[config.mk]
export PLATFORM = sky130hd
export DESIGN_NAME = ppio_regs
export DESIGN_NICKNAME = d
export VERILOG_FILES = /design/src/rtl/ppio_pkg.sv /design/src/rtl/ppio_bus_fsm.sv /design/src/rtl/ppio_port.sv /design/src/rtl/ppio_regs.sv
export SDC_FILE = /design/constraint.sdc
export NUM_CORES = 1
export LEC_CHECK = 0
export BUFFER_PORTS_ARGS = -buffer_cell sky130_fd_sc_hd__buf_2
export CORE_MARGIN = 1.5
export CORE_UTILIZATION = 52
export DETAILED_ROUTE_END_ITERATION = 16
export PLACE_DENSITY_LB_ADDON = 0.2
export SETUP_SLACK_MARGIN = 0.15
export SLEW_MARGIN = 20
export SYNTH_ARGS = -nofsm -noshare
export SYNTH_HDL_FRONTEND = slang
export SYNTH_HIERARCHICAL = 1
export SYNTH_SLANG_ARGS = --single-unit
[constraint.sdc]
create_clock -name clk -period 1.4 [get_ports clk]
set_input_delay 0.28 -clock clk [delete_from_list [all_inputs] [get_ports clk]]
set_output_delay 0.28 -clock clk [all_outputs]
set_load 0.02 [all_outputs]
[src/rtl/ppio_pkg.sv]
package ppio_pkg;
    localparam int NPORT      = 2;
    localparam int REG_ADDR_W = 2;
    localparam int CTL_W      = 8;
    localparam int CTL_WR_W   = 6;
    localparam int SEL_BIT    = 2;

    localparam logic [REG_ADDR_W-1:0] ADR_DATA_A = 2'd0;
    localparam logic [REG_ADDR_W-1:0] ADR_DATA_B = 2'd1;
    localparam logic [REG_ADDR_W-1:0] ADR_CTRL_A = 2'd2;
    localparam logic [REG_ADDR_W-1:0] ADR_CTRL_B = 2'd3;

    typedef enum logic [1:0] {
        BUS_IDLE = 2'd0,
        BUS_RD   = 2'd1,
        BUS_WR   = 2'd2
    } bus_state_e;
endpackage

[src/rtl/ppio_bus_fsm.sv]
module ppio_bus_fsm
    import ppio_pkg::*;
(
    input  logic                  clk,
    input  logic                  rst_n,
    input  logic                  cs,
    input  logic                  rd,
    input  logic                  wr,
    input  logic [REG_ADDR_W-1:0] addr,
    input  logic [NPORT-1:0]      sel_out,
    output logic                  rd_take,
    output logic                  wr_take,
    output logic [NPORT-1:0]      out_rd_pulse,
    output logic [NPORT-1:0]      out_wr_pulse
);
    bus_state_e       state_q, state_d;
    logic [NPORT-1:0] hit_d, hit_q;

    assign wr_take = cs & wr;
    assign rd_take = cs & rd & ~wr;

    always_comb begin
        if (wr_take)      state_d = BUS_WR;
        else if (rd_take) state_d = BUS_RD;
        else              state_d = BUS_IDLE;
    end

    for (genvar p = 0; p < NPORT; p++) begin : g_hit
        localparam logic [REG_ADDR_W-1:0] DADR = REG_ADDR_W'(p);
        assign hit_d[p] = (addr == DADR) && sel_out[p];
    end

    always_ff @(posedge clk or negedge rst_n) begin
        if (!rst_n) begin
            state_q <= BUS_IDLE;
            hit_q   <= '0;
        end else begin
            state_q <= state_d;
            hit_q   <= hit_d;
        end
    end

    always_comb begin
        out_rd_pulse = '0;
        out_wr_pulse = '0;
        unique case (state_q)
            BUS_IDLE: ;
            BUS_RD:   out_rd_pulse = hit_q;
            BUS_WR:   out_wr_pulse = hit_q;
            default:  ;
        endcase
    end

    for (genvar p = 0; p < NPORT; p++) begin : g_chk
        localparam logic [REG_ADDR_W-1:0] DADR = REG_ADDR_W'(p);
        p_rd_strobe_r9: assert property (@(posedge clk) disable iff (!rst_n)
            (cs && rd && !wr && addr == DADR && sel_out[p]) |=> out_rd_pulse[p]);
        p_wr_strobe_r10: assert property (@(posedge clk) disable iff (!rst_n)
            (cs && wr && addr == DADR && sel_out[p]) |=> out_wr_pulse[p]);
        p_ddr_no_strobe_r9: assert property (@(posedge clk) disable iff (!rst_n)
            (cs && (rd || wr) && addr == DADR && !sel_out[p])
                |=> !out_rd_pulse[p] && !out_wr_pulse[p]);
    end

    p_idle_quiet_r11: assert property (@(posedge clk) disable iff (!rst_n)
        !(cs && (rd || wr)) |=> (out_rd_pulse == '0) && (out_wr_pulse == '0));
endmodule

[src/rtl/ppio_port.sv]
module ppio_port
    import ppio_pkg::*;
#(
    parameter int W = 8
) (
    input  logic         clk,
    input  logic         rst_n,
    input  logic [W-1:0] wdata,
    input  logic         data_we,
    input  logic         ctrl_we,
    input  logic [1:0]   flags,
    input  logic [W-1:0] pin_in,
    output logic [W-1:0] pin_out,
    output logic [W-1:0] pin_oe,
    output logic [W-1:0] data_rdval,
    output logic [W-1:0] ctrl_rdval,
    output logic         sel_out
);
    logic [W-1:0]        ddr_q;
    logic [W-1:0]        out_q;
    logic [CTL_WR_W-1:0] ctl_q;
    logic [W-1:0]        live_mix;

    assign sel_out = ctl_q[SEL_BIT];

    always_ff @(posedge clk or negedge rst_n) begin
        if (!rst_n) begin
            ddr_q <= '0;
            out_q <= '0;
            ctl_q <= '0;
        end else begin
            if (data_we && !sel_out) ddr_q <= wdata;
            if (data_we && sel_out)  out_q <= wdata;
            if (ctrl_we)             ctl_q <= wdata[CTL_WR_W-1:0];
        end
    end

    assign pin_oe   = ddr_q;
    assign pin_out  = out_q & ddr_q;
    assign live_mix = (pin_in & ~ddr_q) | (out_q & ddr_q);

    always_comb begin
        data_rdval = sel_out ? live_mix : ddr_q;
        ctrl_rdval = '0;
        ctrl_rdval[CTL_W-1:0] = {flags, ctl_q};
    end

    p_ddr_load_r3: assert property (@(posedge clk) disable iff (!rst_n)
        (data_we && !sel_out) |=> pin_oe == $past(wdata));
    p_ddr_keep_r4: assert property (@(posedge clk) disable iff (!rst_n)
        (data_we && sel_out) |=> $stable(pin_oe));
    p_ctl_field_r7: assert property (@(posedge clk) disable iff (!rst_n)
        ctrl_we |=> ctrl_rdval[CTL_WR_W-1:0] == $past(wdata[CTL_WR_W-1:0]));
    p_ctl_flags_r7: assert property (@(posedge clk) disable iff (!rst_n)
        ctrl_rdval[CTL_W-1:CTL_W-2] == flags);
endmodule

[src/rtl/ppio_regs.sv]
module ppio_regs
    import ppio_pkg::*;
#(
    parameter int DATA_W = 8
) (
    input  logic                  clk,
    input  logic                  rst_n,
    input  logic                  cs,
    input  logic [REG_ADDR_W-1:0] addr,
    input  logic                  rd,
    input  logic                  wr,
    input  logic [DATA_W-1:0]     wdata,
    output logic [DATA_W-1:0]     rdata,
    input  logic [DATA_W-1:0]     pa_in,
    output logic [DATA_W-1:0]     pa_out,
    output logic [DATA_W-1:0]     pa_oe,
    input  logic [1:0]            pa_flags,
    input  logic [DATA_W-1:0]     pb_in,
    output logic [DATA_W-1:0]     pb_out,
    output logic [DATA_W-1:0]     pb_oe,
    input  logic [1:0]            pb_flags,
    output logic [NPORT-1:0]      out_rd_pulse,
    output logic [NPORT-1:0]      out_wr_pulse
);
    logic              rd_take, wr_take;
    logic [NPORT-1:0]  sel_out, data_we, ctrl_we;
    logic [DATA_W-1:0] pin_in  [NPORT];
    logic [DATA_W-1:0] pin_out [NPORT];
    logic [DATA_W-1:0] pin_oe  [NPORT];
    logic [DATA_W-1:0] data_rv [NPORT];
    logic [DATA_W-1:0] ctrl_rv [NPORT];
    logic [1:0]        flags   [NPORT];
    logic [DATA_W-1:0] rd_mux;

    assign pin_in[0] = pa_in;
    assign pin_in[1] = pb_in;
    assign flags[0]  = pa_flags;
    assign flags[1]  = pb_flags;
    assign pa_out    = pin_out[0];
    assign pa_oe     = pin_oe[0];
    assign pb_out    = pin_out[1];
    assign pb_oe     = pin_oe[1];

    ppio_bus_fsm u_fsm (
        .clk          (clk),
        .rst_n        (rst_n),
        .cs           (cs),
        .rd           (rd),
        .wr           (wr),
        .addr         (addr),
        .sel_out      (sel_out),
        .rd_take      (rd_take),
        .wr_take      (wr_take),
        .out_rd_pulse (out_rd_pulse),
        .out_wr_pulse (out_wr_pulse)
    );

    for (genvar p = 0; p < NPORT; p++) begin : g_port
        localparam logic [REG_ADDR_W-1:0] DADR = REG_ADDR_W'(p);
        localparam logic [REG_ADDR_W-1:0] CADR = REG_ADDR_W'(p + NPORT);

        assign data_we[p] = wr_take && (addr == DADR);
        assign ctrl_we[p] = wr_take && (addr == CADR);

        ppio_port #(.W(DATA_W)) u_port (
            .clk        (clk),
            .rst_n      (rst_n),
            .wdata      (wdata),
            .data_we    (data_we[p]),
            .ctrl_we    (ctrl_we[p]),
            .flags      (flags[p]),
            .pin_in     (pin_in[p]),
            .pin_out    (pin_out[p]),
            .pin_oe     (pin_oe[p]),
            .data_rdval (data_rv[p]),
            .ctrl_rdval (ctrl_rv[p]),
            .sel_out    (sel_out[p])
        );
    end

    always_comb begin
        unique case (addr)
            ADR_DATA_A: rd_mux = data_rv[0];
            ADR_DATA_B: rd_mux = data_rv[1];
            ADR_CTRL_A: rd_mux = ctrl_rv[0];
            ADR_CTRL_B: rd_mux = ctrl_rv[1];
            default:    rd_mux = '0;
        endcase
    end

    always_ff @(posedge clk or negedge rst_n) begin
        if (!rst_n)       rdata <= '0;
        else if (rd_take) rdata <= rd_mux;
    end

    p_rdata_hold_r8: assert property (@(posedge clk) disable iff (!rst_n)
        !(cs && rd && !wr) |=> $stable(rdata));
    p_other_port_r2: assert property (@(posedge clk) disable iff (!rst_n)
        (cs && wr && (addr == ADR_DATA_A || addr == ADR_CTRL_A)) |=> $stable(pb_oe));
endmodule

# Word level (Yosys, flattened, before mapping)

Index checks and enable logic that the tools add are counted.

Register bits after elaboration: 56
Input port bits: 35
Output and inout port bits: 44
Word-level logic and storage cells: 46

Equality and inequality tests: 5
Mux-type cells: 7
Bitwise logic cells: 12
Reductions and logical operators: 13

Operators with widths:

| cell                                          | number |
|---|---|
| AND 8 bit                                     | 4 |
| case mux 8 bit (4 select lines)               | 1 |
| two-way mux 8 bit                             | 2 |
| inverter 8 bit                                | 2 |
| bitwise OR 8 bit                              | 2 |
| logical AND 1 bit                             | 10 |
| == test 2 bit, second input constant          | 3 |
| two-way mux 2 bit                             | 3 |
| == test 2 x 1 -> 1 bit, second input constant | 2 |
| AND 1 bit                                     | 3 |
| logical NOT 1 bit                             | 2 |
| logical NOT 2 bit                             | 1 |
| two-way mux 1 bit                             | 1 |
| inverter 1 bit                                | 1 |

# Depth between registers and ports, before layout

Gate-level depths: netlist (run 1).

Word-level depth: 5
Mapped depth: 6

# Cells and area by module

Netlist (run 1), hierarchy kept.

By module, submodules not included:

| module       | instances | cells an instance | area an instance (um^2) |
|---|---|---|---|
| ppio_port    | 2         | 85                | 1068.5 |
| ppio_regs    | 1         | 50                | 550.5 |
| ppio_bus_fsm | 1         | 13                | 182.7 |

# Worst setup path after synthesis (run 1)

Ideal clock, no wire load.

Path kind: in2reg
From: input port cs
To: register g_port[0].u_port.ddr_q[0]
Setup time: 0.125 ns
Data arrival time: 1.327 ns
Setup slack: -0.052 ns
Stages: 5
Buffers on the path: 1
Cells stage by stage: and2_1 -> nor3b_1 -> nor2b_2 -> buf_6 -> mux2_4

Cells in the longest elaborated chain, start to end: 3

RTL lines:

| item                   | line               | text |
|---|---|---|
| start: declaration     | ppio_regs.sv:8     | `input logic cs,` |
| AND 1 bit              | ppio_bus_fsm.sv:19 | `assign wr_take = cs & wr;` |
| logical AND 1 bit      | ppio_regs.sv:62    | `assign data_we[p] = wr_take && (addr == DADR);` |
| via data_we[0]         | ppio_regs.sv:26    | `logic [NPORT-1:0] sel_out, data_we, ctrl_we;` |
| logical AND 1 bit      | ppio_port.sv:32    | `if (data_we && !sel_out) ddr_q <= wdata;` |
| end signal: assignment | ppio_port.sv:32    |  |
| end: declaration       | ppio_port.sv:19    | `logic [W-1:0] ddr_q;` |

The timed path passes the listed nets, and every way through them passes these cells.
A chain may end at the register's enable or synchronous reset.

==> flow_metrics.env, run 1 <==
export IMPL_run_status="complete, but fails checks"
export IMPL_failed_checks="setup timing"
export IMPL_cts_tree="done"
export IMPL_synth_edf_count=0
export IMPL_area_delta_synth_final_pct=45.5
export IMPL_finalWorstSetupSlack_ns=-0.0327
export IMPL_grt_max_degree=57
export IMPL_die_h_um=77.3
export IMPL_synth_xor_area_share_pct=0
export IMPL_skew_ns=0.00541
export IMPL_placed_area_um2=3380
export IMPL_die_x_um=77.3
export IMPL_muxShareOfSynthArea_pct=24.9
export IMPL_yosys_area_share_adder_pct=0
export IMPL_tns_ns=-0.0327
export IMPL_fp_row_count=26
export IMPL_irDropWorstVdd_mv=1.10
export IMPL_grt_pass1_wl_mm=11.1
export IMPL_synthTopCellsByArea="dfrtp_1, mux2_2, mux2_4"
export IMPL_holdPathStages=2
export IMPL_setup_viol=1
export IMPL_cts_clk_slew_worst_paths_ns=0.10
export IMPL_final_nets=385
export IMPL_timing_critical_path_to_type="register"
export IMPL_ys_types=22
export IMPL_ys_ff_latch=56
export IMPL_max_freq_mhz=698
export IMPL_dp_worst_setup_slack_ns=-0.112
export IMPL_cts_sinks=56
export IMPL_antenna_left=0
export IMPL_slew_headroom_pct=73.8
export IMPL_drive_gt1_share_pct=62.1
export IMPL_port_buffers=78
export IMPL_wirelength_mm=8.25
export IMPL_ys_top_cells_by_count="dfrtp_1, mux2_2, and2_1"
export IMPL_stdcell_area_um2=4180
export IMPL_timing_rr_end="rdata[1]"
export IMPL_worst_ep_required_time_ns=1.58
export IMPL_cellLeakagePower_nw=2.07
export IMPL_synthSimpleGateAreaFrac_pct=10.5
export IMPL_synthCells=233
export IMPL_track_usage_pct=24.5
export IMPL_diodes=0
export IMPL_synth_top_area_cell="dfrtp_1"
export IMPL_first_pass_iters=4
export IMPL_syn_avg_cell_area_um2=12.3
export IMPL_wl_per_cell_um=19.6
export IMPL_holdWs_ns=0.243
export IMPL_worstPathMaxFanout=5
export IMPL_period_minus_slack_ns=1.43
export IMPL_drtIter0Drc=115
export IMPL_min_path_type="in -> reg"
export IMPL_reg2reg_from="g_port[0].u_port/ctl_q[2]"
export IMPL_boundaryPins=79
export IMPL_r2r_cells=5
export IMPL_synth_most_common_cell="dfrtp_1"
export IMPL_place_gp_congestion=0.788
export IMPL_cts_htree_levels=2
export IMPL_synth_area_um2=2870
export IMPL_ys_warn_count=6
export IMPL_numCtsBuffers=5
export IMPL_p_per_area_nw_per_um2=1670
export IMPL_synth_top_family_by_area="multiplexers"
export IMPL_drt_vias_per_instance=5.52
export IMPL_coreArea_um2=5200
export IMPL_root_buffer="clkbuf_8"
export IMPL_cp_start_kind="register"
export IMPL_cap_viol_max_count=0
export IMPL_hold_violations=0
export IMPL_ys_seq_area_share_pct=48.8
export IMPL_whs_endpoint="g_port[0].u_port/pin_oe[6]"
export IMPL_rrSetupSlack_ns=-0.03
export IMPL_slew_violations=0
export IMPL_rsz0062_at_grt="yes"
export IMPL_dp_hpwl_mm=4.33
export IMPL_antenna_found_initial=0
export IMPL_drc=0
export IMPL_path_class="reg -> reg"
export IMPL_clock_latency_ns=0.31
export IMPL_tightest_slew_ns=0.392
export IMPL_start_util_pct=55.1
export IMPL_worstHoldStart="wdata[6]"
export IMPL_synth_top_area_share_pct=48.8
export IMPL_grt_overflow=0
export IMPL_synth_nets=268
export IMPL_synth_async_sr_flop_share_pct=100
export IMPL_synthFlopType="dfrtp_1"
export IMPL_finalPower_w=0.00699
export IMPL_synth_compound_area_share_pct=8.72
export IMPL_vias=2323
export IMPL_arrival_ns=1.61
export IMPL_post_route_period_util_pct=102
export IMPL_first_global_vias=2289
export IMPL_die_area_um2=5970
export IMPL_clockBufferDepth=2
sequential cells by signal, indices dropped and copies added (netlist names):
signal / count
rdata: 8
u_fsm/state_q: 2
u_fsm/hit_q: 2
g_port.u_port/out_q: 16
g_port.u_port/ctl_q: 12
g_port.u_port/pin_oe: 16
layer usage:
layer  part of all wire, %  track usage (%)  wire, um
met1                    42             31.9      3460
met3                   4.7             4.76       384
met5                     0                0         0
met2                    52             40.4      4280
met4                   1.6             9.09       133
how the worst max path moves through the flow:
stage / depth (start not counted) / startpoint / slack [ns] / endpoint
after floorplan: 5 / cs / 0.07 / g_port[0].u_port/pin_oe[0]
after global placement: 6 / cs / -0.08 / g_port[0].u_port/pin_oe[1]
after detailed placement: 6 / cs / -0.11 / g_port[0].u_port/pin_oe[1]
after CTS: 2 / u_fsm/state_q[0] / 0.05 / out_wr_pulse[0]
after global routing: 5 / g_port[0].u_port/ctl_q[2] / -0.07 / rdata[0]
final: 5 / g_port[0].u_port/ctl_q[2] / -0.03 / rdata[1]
where the power goes:
group | internal (W) | switching [W]
Sequential | 0.00208 | 0.000385
Combinational | 0.00188 | 0.00160
Clock | 0.000532 | 0.000512
Total | 0.00449 | 0.00249
stage by stage:
stage | cells | utilization (%)
finish | 421 | 80.2
global route | 421 | 80.2
CTS | 414 | 75.4
detailed placement | 376 | 65.0
global placement | 376 | 65.0
floorplan | 233 | -
timing repair:
item                                   CTS  global route
gates resized for setup                 56            40
hold buffers                             1             0
setup endpoints to repair               48            57
endpoints found under the hold margin   56             0
cloned                                   1             3
pin swaps                               16             5
buffers inserted                        28             4
placed cells by master (no fill, tap or decap), types with 4 or more instances in the layout:
master	instances
inv_1	16
and2_4	17
mux2i_1	16
a31oi_1	13
buf_4	36
nand2b_1	9
mux2_2	20
dfrtp_1	54
a21oi_1	5
o221ai_1	8
clkbuf_8	5
buf_12	5
buf_2	56
a21oi_2	9
buf_6	25
mux2_4	24
and3b_1	6
clkbuf_16	4
logic make-up (layout without fill, tap and decap cells):
logic type / Yosys count / after routing
AOI/OAI and AO/OA: 40 / 40
and+or+nand+nor: 44 / 44
buffers and inverters: 33 / 151
DFF: 56 / 56
muxes: 60 / 60
cell type report:
class | count | area, um2
inverter | 16 | 60.1
clock inverter | 2 | 35.0
clock buffer | 6 | 72.6
tap | 70 | 87.6
sequential | 56 | 1400
timing repair buffer | 127 | 1040
fill | 304 | 1030
multi-input combinational | 144 | 1470
worst max-delay path, cell delays in order, from the launching register on:
cell and delay, ns:
dfrtp_2 0.49, buf_12 0.17, a21oi_4 0.13, a31oi_2 0.06, mux2i_1 0.27, o221ai_1 0.16
Note: power is estimated with default switching activity, not from simulation.
==> run 2, diff against run 1 <==
--- a/config.mk
+++ b/config.mk
@@ -5,11 +5,13 @@
 export SDC_FILE = /design/constraint.sdc
 export NUM_CORES = 1
 export LEC_CHECK = 0
+export ABC_AREA = 1
 export BUFFER_PORTS_ARGS = -buffer_cell sky130_fd_sc_hd__buf_2
+export CAP_MARGIN = 10
 export CORE_MARGIN = 1.5
 export CORE_UTILIZATION = 52
 export DETAILED_ROUTE_END_ITERATION = 16
-export PLACE_DENSITY_LB_ADDON = 0.2
+export PLACE_DENSITY = 0.83
 export SETUP_SLACK_MARGIN = 0.15
 export SLEW_MARGIN = 20
 export SYNTH_ARGS = -nofsm -noshare
==> flow_metrics.env, run 2 <==
export IMPL_cts_clk_slew_worst_paths_ns=0.10
export IMPL_fp_row_count=27
export IMPL_port_buffers=78
export IMPL_area_delta_synth_final_pct=34.2
export IMPL_synth_xor_area_share_pct=0
export IMPL_cts_htree_levels=2
export IMPL_post_route_period_util_pct=96.9
export IMPL_drive_gt1_share_pct=31.6
export IMPL_placed_area_um2=3560
export IMPL_cts_sinks=56
export IMPL_root_buffer="clkbuf_8"
export IMPL_antenna_left=0
export IMPL_stdcell_area_um2=4180
export IMPL_layout_commonest_cell="nand2_1"
export IMPL_synth_top_family_by_area="simple AND/OR/NAND/NOR gates"
export IMPL_setup_viol=0
export IMPL_boundaryPins=79
export IMPL_synthTopCellsByArea="dfrtp_1, nand2_1, nand3_1"
export IMPL_ys_seq_area_share_pct=45.0
export IMPL_syn_avg_cell_area_um2=7.01
export IMPL_dp_hpwl_mm=5.47
export IMPL_worst_ep_required_time_ns=1.12
export IMPL_wl_per_cell_um=14.9
export IMPL_grt_overflow=0
export IMPL_tightest_slew_ns=0.415
export IMPL_muxShareOfSynthArea_pct=0
export IMPL_period_minus_slack_ns=1.36
export IMPL_cellLeakagePower_nw=2.42
export IMPL_antenna_found_initial=0
export IMPL_run_status="finished, final reports clean"
export IMPL_slew_headroom_pct=72.3
export IMPL_ys_top_cells_by_count="nand2_1, inv_1, nand3_1"
export IMPL_mostFrequentLayoutCells="nand2_1, inv_1, buf_2"
export IMPL_use_met3_pct=4.20
export IMPL_p_per_area_nw_per_um2=1380
export IMPL_die_area_um2=6460
export IMPL_rrSetupSlack_ns=0.09
export IMPL_ys_ff_latch=56
export IMPL_synthCells=444
export IMPL_synthFlopType="dfrtp_1"
export IMPL_hold_violations=0
export IMPL_clockBufferDepth=2
export IMPL_cp_start_kind="register"
export IMPL_final_nets=588
export IMPL_max_freq_mhz=737
export IMPL_synth_area_um2=3110
export IMPL_skew_ns=0.00474
export IMPL_yosys_area_share_adder_pct=0
export IMPL_synth_compound_area_share_pct=5.15
export IMPL_numCtsBuffers=5
export IMPL_slew_violations=0
export IMPL_synth_nets=479
export IMPL_tns_ns=0
export IMPL_die_h_um=80.4
export IMPL_drt_vias_per_instance=5.35
export IMPL_die_x_um=80.4
export IMPL_vias=3343
export IMPL_fillerInstances=368
export IMPL_synth_top_area_cell="dfrtp_1"
export IMPL_synth_top_area_share_pct=45.0
export IMPL_cts_tree="done"
export IMPL_start_util_pct=55.2
export IMPL_synth_most_common_cell="nand2_1"
export IMPL_synth_async_sr_flop_share_pct=100
export IMPL_place_gp_congestion=0.836
export IMPL_wirelength_mm=9.32
export IMPL_use_met2_pct=42.7
export IMPL_worstPathMaxFanout=2
export IMPL_irDropWorstVdd_mv=0.658
export IMPL_rsz0062_at_grt="yes"
export IMPL_drtIter0Drc=313
export IMPL_diodes=0
export IMPL_path_class="reg -> out"
export IMPL_met1_usage_pct=32.9
export IMPL_timing_critical_path_to_type="output port"
export IMPL_busiest_layer="met2"
export IMPL_drc=0
export IMPL_coreArea_um2=5640
export IMPL_post_layout_nonfiller_instances=625
export IMPL_grt_pass1_wl_mm=12.8
export IMPL_placed_cells=588
export IMPL_clock_latency_ns=0.31
export IMPL_cap_viol_max_count=0
export IMPL_min_path_type="in -> reg"
export IMPL_first_pass_iters=5
export IMPL_ys_warn_count=6
export IMPL_track_usage_pct=25.8
export IMPL_arrival_ns=1.08
export IMPL_synth_edf_count=0
export IMPL_first_global_vias=2913
export IMPL_synthSimpleGateAreaFrac_pct=34.7
export IMPL_ys_types=16
export IMPL_grt_max_degree=57
run 2: cell count changes in the layout (fill, tap and decap cells not counted), moves of 9 or more:
cell      delta
nand3_1     +57
mux2_2      -20
mux2_4      -24
nand2_1    +161
nand2_2     +12
a31oi_1     -13
mux2i_1     -16
a21oi_2      -9
o21ai_0     +12
and2_4      -17
inv_1       +50
inv_2       +13
nand2b_1     -9
run 2: layout make-up:
class	count	area, um2	share of cell area, %
timing repair buffer	123	916	21.9
multi-input combinational	288	1370	32.8
inverter	79	297	7.10
sequential	56	1410	33.7
clock buffer	7	96.3	2.31
tap	72	90.1	2.16
run 2: through the flow:
| stage | setup WS [ns] | utilization (%) | power (W) | hold WS (ns) |
|---|---|---|---|---|
| detailed placement | 0.0600 | 63.2 | 0.00403 | 0.300 |
| global placement | 0.0918 | 63.2 | 0.00396 | 0.300 |
| floorplan | 0.222 | - | 0.00344 | -0.0156 |
| global route | -0.0282 | 74.0 | 0.00606 | 0.135 |
| finish | 0.0429 | 74.0 | 0.00575 | 0.141 |
| CTS | 0.0644 | 69.2 | 0.00528 | 0.147 |
run 2: cells by family after synthesis:
kind of cell    after synthesis
simple gates                260
buf+inv                     100
flops                        56
compound gates               28
run 2: final timing paths:
kind,from,end,depth (start not counted)
worst max-delay path,u_fsm/state_q[1],out_rd_pulse[0],4
worst min-delay path,wr,u_fsm/state_q[0],2
worst max register to register,g_port[1].u_port/ctl_q[2],rdata[1],8
worst min register to register,rdata[0],rdata[0],2
max in group asynchronous,rst_n,g_port[0].u_port/pin_oe[7],3
min in group asynchronous,rst_n,g_port[1].u_port/out_q[4],3
run 2: metal layers:
metal  wire [um]  share of wire [%]
met4         413                4.4
met5           0                  0
met3         686                7.4
met2        4650                 50
met1        3570                 38
run 2: worst max-delay path, stage by stage, from the launching register on:
cell and delay (ns):
dfrtp_1 0.39, inv_1 0.05, nand2_1 0.06, nor2_1 0.11
buf_4 0.15
run 2: repair_timing:
item                                    4_1_cts  5_1_grt
hold buffers                                  1        0
cloned                                        0        3
hold endpoints to repair                     56        0
pin swaps                                    13       40
setup buffers                                19        7
endpoints found under the setup margin       20       27
gates resized for setup                      31       51
run 2: power breakdown:
group          total, W  internal (W)  switching, W
clock          0.000960      0.000442      0.000518
sequential      0.00230       0.00197      0.000328
combinational   0.00248       0.00104       0.00144
total           0.00575       0.00346       0.00229
==> run 3, diff against run 2 <==
--- a/config.mk
+++ b/config.mk
@@ -11,10 +11,9 @@
 export CORE_MARGIN = 1.5
 export CORE_UTILIZATION = 52
 export DETAILED_ROUTE_END_ITERATION = 16
-export PLACE_DENSITY = 0.83
+export PLACE_DENSITY = 0.84
 export SETUP_SLACK_MARGIN = 0.15
 export SLEW_MARGIN = 20
 export SYNTH_ARGS = -nofsm -noshare
 export SYNTH_HDL_FRONTEND = slang
-export SYNTH_HIERARCHICAL = 1
 export SYNTH_SLANG_ARGS = --single-unit
==> flow_metrics.env, run 3 <==
export IMPL_synth_top_family_by_area="simple AND/OR/NAND/NOR gates"
export IMPL_cap_viol_max_count=0
export IMPL_slew_headroom_pct=70.4
export IMPL_critical_path_startpoint="u_fsm.state_q[0]"
export IMPL_boundaryPins=79
export IMPL_synth_edf_count=0
export IMPL_cp_depth=2
export IMPL_drtIter0Drc=228
export IMPL_ys_seq_area_share_pct=47.7
export IMPL_finalWorstSetupSlack_ns=0.0332
export IMPL_worstPathMaxFanout=3
export IMPL_clockBufferDepth=2
export IMPL_slowest_delay_ns=0.43
export IMPL_period_minus_slack_ns=1.37
export IMPL_synth_area_um2=2940
export IMPL_r2r_cells=8
export IMPL_layout_commonest_cell="nand2_1"
export IMPL_rsz0062_at_grt="yes"
export IMPL_post_route_period_util_pct=97.6
export IMPL_drc=0
export IMPL_cts_sinks=56
export IMPL_drive_gt1_share_pct=31.2
export IMPL_synth_compound_area_share_pct=10.5
export IMPL_antenna_left=0
export IMPL_tns_ns=0
export IMPL_tightest_slew_ns=0.444
export IMPL_synth_most_common_cell="nand2_1"
export IMPL_skew_ns=0.0125
export IMPL_grt_max_degree=23
export IMPL_p_clk_share_pct=17.6
export IMPL_crit_family="flip-flops"
export IMPL_port_buffers=78
export IMPL_track_usage_pct=26.0
export IMPL_cp_slowest_cell="dfrtp_1"
export IMPL_multi_input_area_um2=1210
export IMPL_p_per_area_nw_per_um2=1340
export IMPL_die_x_um=78.2
export IMPL_placed_area_um2=3410
export IMPL_first_global_vias=2853
export IMPL_synthSimpleGateAreaFrac_pct=29.6
export IMPL_synthFlopType="dfrtp_1"
export IMPL_seq_area_um2=1400
export IMPL_max_freq_mhz=732
export IMPL_coreArea_um2=5470
export IMPL_finalPower_w=0.00518
export IMPL_yosys_area_share_adder_pct=0
export IMPL_cts_htree_levels=2
export IMPL_die_h_um=78.2
export IMPL_synthTopCellsByArea="dfrtp_1, nand2_1, inv_1"
export IMPL_rrSetupSlack_ns=0.22
export IMPL_p_comb_share_pct=39.6
export IMPL_synth_top_area_cell="dfrtp_1"
export IMPL_mostFrequentLayoutCells="nand2_1, inv_1, buf_2"
export IMPL_die_area_um2=6110
export IMPL_start_util_pct=53.7
export IMPL_root_buffer="clkbuf_8"
export IMPL_synth_async_sr_flop_share_pct=100
export IMPL_final_nets=537
export IMPL_cts_tree="done"
export IMPL_run_status="finished, final reports clean"
export IMPL_netSwitchingFraction_pct=37.2
export IMPL_cp_start_kind="register"
export IMPL_irDropWorstVdd_mv=0.752
export IMPL_crit_buf_inv=1
export IMPL_cp_endpoint="out_wr_pulse[1]"
export IMPL_muxShareOfSynthArea_pct=0
export IMPL_min_path_type="in -> reg"
export IMPL_p_int_w=0.00326
export IMPL_diodes=0
export IMPL_dp_worst_setup_slack_ns=-0.0411
export IMPL_clock_latency_ns=0.31
export IMPL_path_class="reg -> out"
export IMPL_reg2reg_from="g_port[1].u_port.ctl_q[2]"
export IMPL_timing_rr_end="rdata[4]"
export IMPL_syn_avg_cell_area_um2=7.52
export IMPL_area_delta_synth_final_pct=32.0
export IMPL_arrival_ns=1.09
export IMPL_grt_overflow=0
export IMPL_stdcell_area_um2=3880
export IMPL_fp_row_count=27
export IMPL_ys_ff_latch=56
export IMPL_ys_types=22
export IMPL_wl_per_cell_um=13.5
export IMPL_slew_violations=0
export IMPL_cts_clk_slew_worst_paths_ns=0.10
export IMPL_synth_top_area_share_pct=47.7
export IMPL_cellLeakagePower_nw=2.24
export IMPL_timing_critical_path_to_type="output port"
export IMPL_antenna_found_initial=0
export IMPL_fin_util_pct=70.9
export IMPL_first_pass_iters=4
export IMPL_wirelength_mm=7.75
export IMPL_setup_viol=0
export IMPL_dp_hpwl_mm=5.39
export IMPL_place_gp_congestion=0.819
export IMPL_hold_violations=0
export IMPL_ys_warn_count=0
export IMPL_numCtsBuffers=5
export IMPL_path_cells="nor3_2, buf_4"
export IMPL_vias=2928
export IMPL_synth_xor_area_share_pct=0
export IMPL_synthCells=391
export IMPL_worst_ep_required_time_ns=1.12
export IMPL_ys_top_cells_by_count="nand2_1, inv_1, dfrtp_1"
export IMPL_switching_power_w=0.00193
export IMPL_synth_nets=426
export IMPL_drt_vias_per_instance=5.09
export IMPL_fillerInstances=443
export IMPL_grt_pass1_wl_mm=12.5
export IMPL_p_seq_share_pct=42.8
==> run 3: tightest hold or removal path: stages <==
cell and delay [ns]:
buf_2 0.10, nand2_1 0.05, o21ai_0 0.06
==> run 3: cell families after synthesis <==
family | Yosys count
simple gates | 197
flops | 56
buf+inv | 83
compound gates | 55
==> run 3: metal layers <==
metal  share of wire, %  up-vias  global-route usage [%]
met5                  0        -                       0
met4                3.4        0                    10.7
met3                5.3       28                    4.07
met2                 53      100                    48.0
met1                 38     1383                    29.8
li1                   -     1417                       -
==> run 3: cell type report <==
cell class / instances / area share, %
Sequential cell: 56 / 36.1
Multi-Input combinational cell: 252 / 31.3
Timing Repair Buffer: 115 / 20.8
Inverter: 72 / 7.10
Tap cell: 72 / 2.32
Clock buffer: 7 / 2.23
Clock inverter: 1 / 0.194
==> run 3: stage by stage <==
step | cells | hold WS [ns]
5_1_grt | 575 | 0.218
6_report | 575 | 0.204
3_3_place_gp | 537 | 0.240
4_1_cts | 569 | 0.195
3_5_place_dp | 537 | 0.245
2_1_floorplan | 391 | -0.0156
==> run 3: repair_timing <==
action | in CTS | in global routing
hold buffers | 1 | 0
setup endpoints to repair | 20 | 33
buffers inserted | 23 | 6
gates cloned | 0 | 0
pin swaps | 15 | 15
resized for setup | 24 | 28
endpoints found under the hold margin | 16 | 0
==> run 3: power by group through the flow <==
stage	combinational (W)	sequential (W)	clock (W)
after floorplan	0.000849	0.00244	0
after global placement	0.00148	0.00228	0
after detailed placement	0.00155	0.00229	0
after CTS	0.00192	0.00221	0.000926
after global routing	0.00225	0.00227	0.000994
final	0.00205	0.00222	0.000912
==> run 3: how the worst min path moves through the flow <==
| stage | slack (ns) | to | cells past startpoint | startpoint |
|---|---|---|---|---|
| finish | 0.20 | g_port[1].u_port.ctl_q[2] | 3 | wdata[2] |
| CTS | 0.20 | g_port[1].u_port.ctl_q[2] | 3 | wdata[2] |
| global placement | 0.24 | g_port[1].u_port.out_q[2] | 1 | rst_n |
| global route | 0.22 | g_port[1].u_port.ctl_q[4] | 3 | wdata[4] |
| detailed placement | 0.25 | g_port[1].u_port.pin_oe[2] | 1 | rst_n |
| floorplan | -0.02 | g_port[0].u_port.ctl_q[0] | 0 | rst_n |
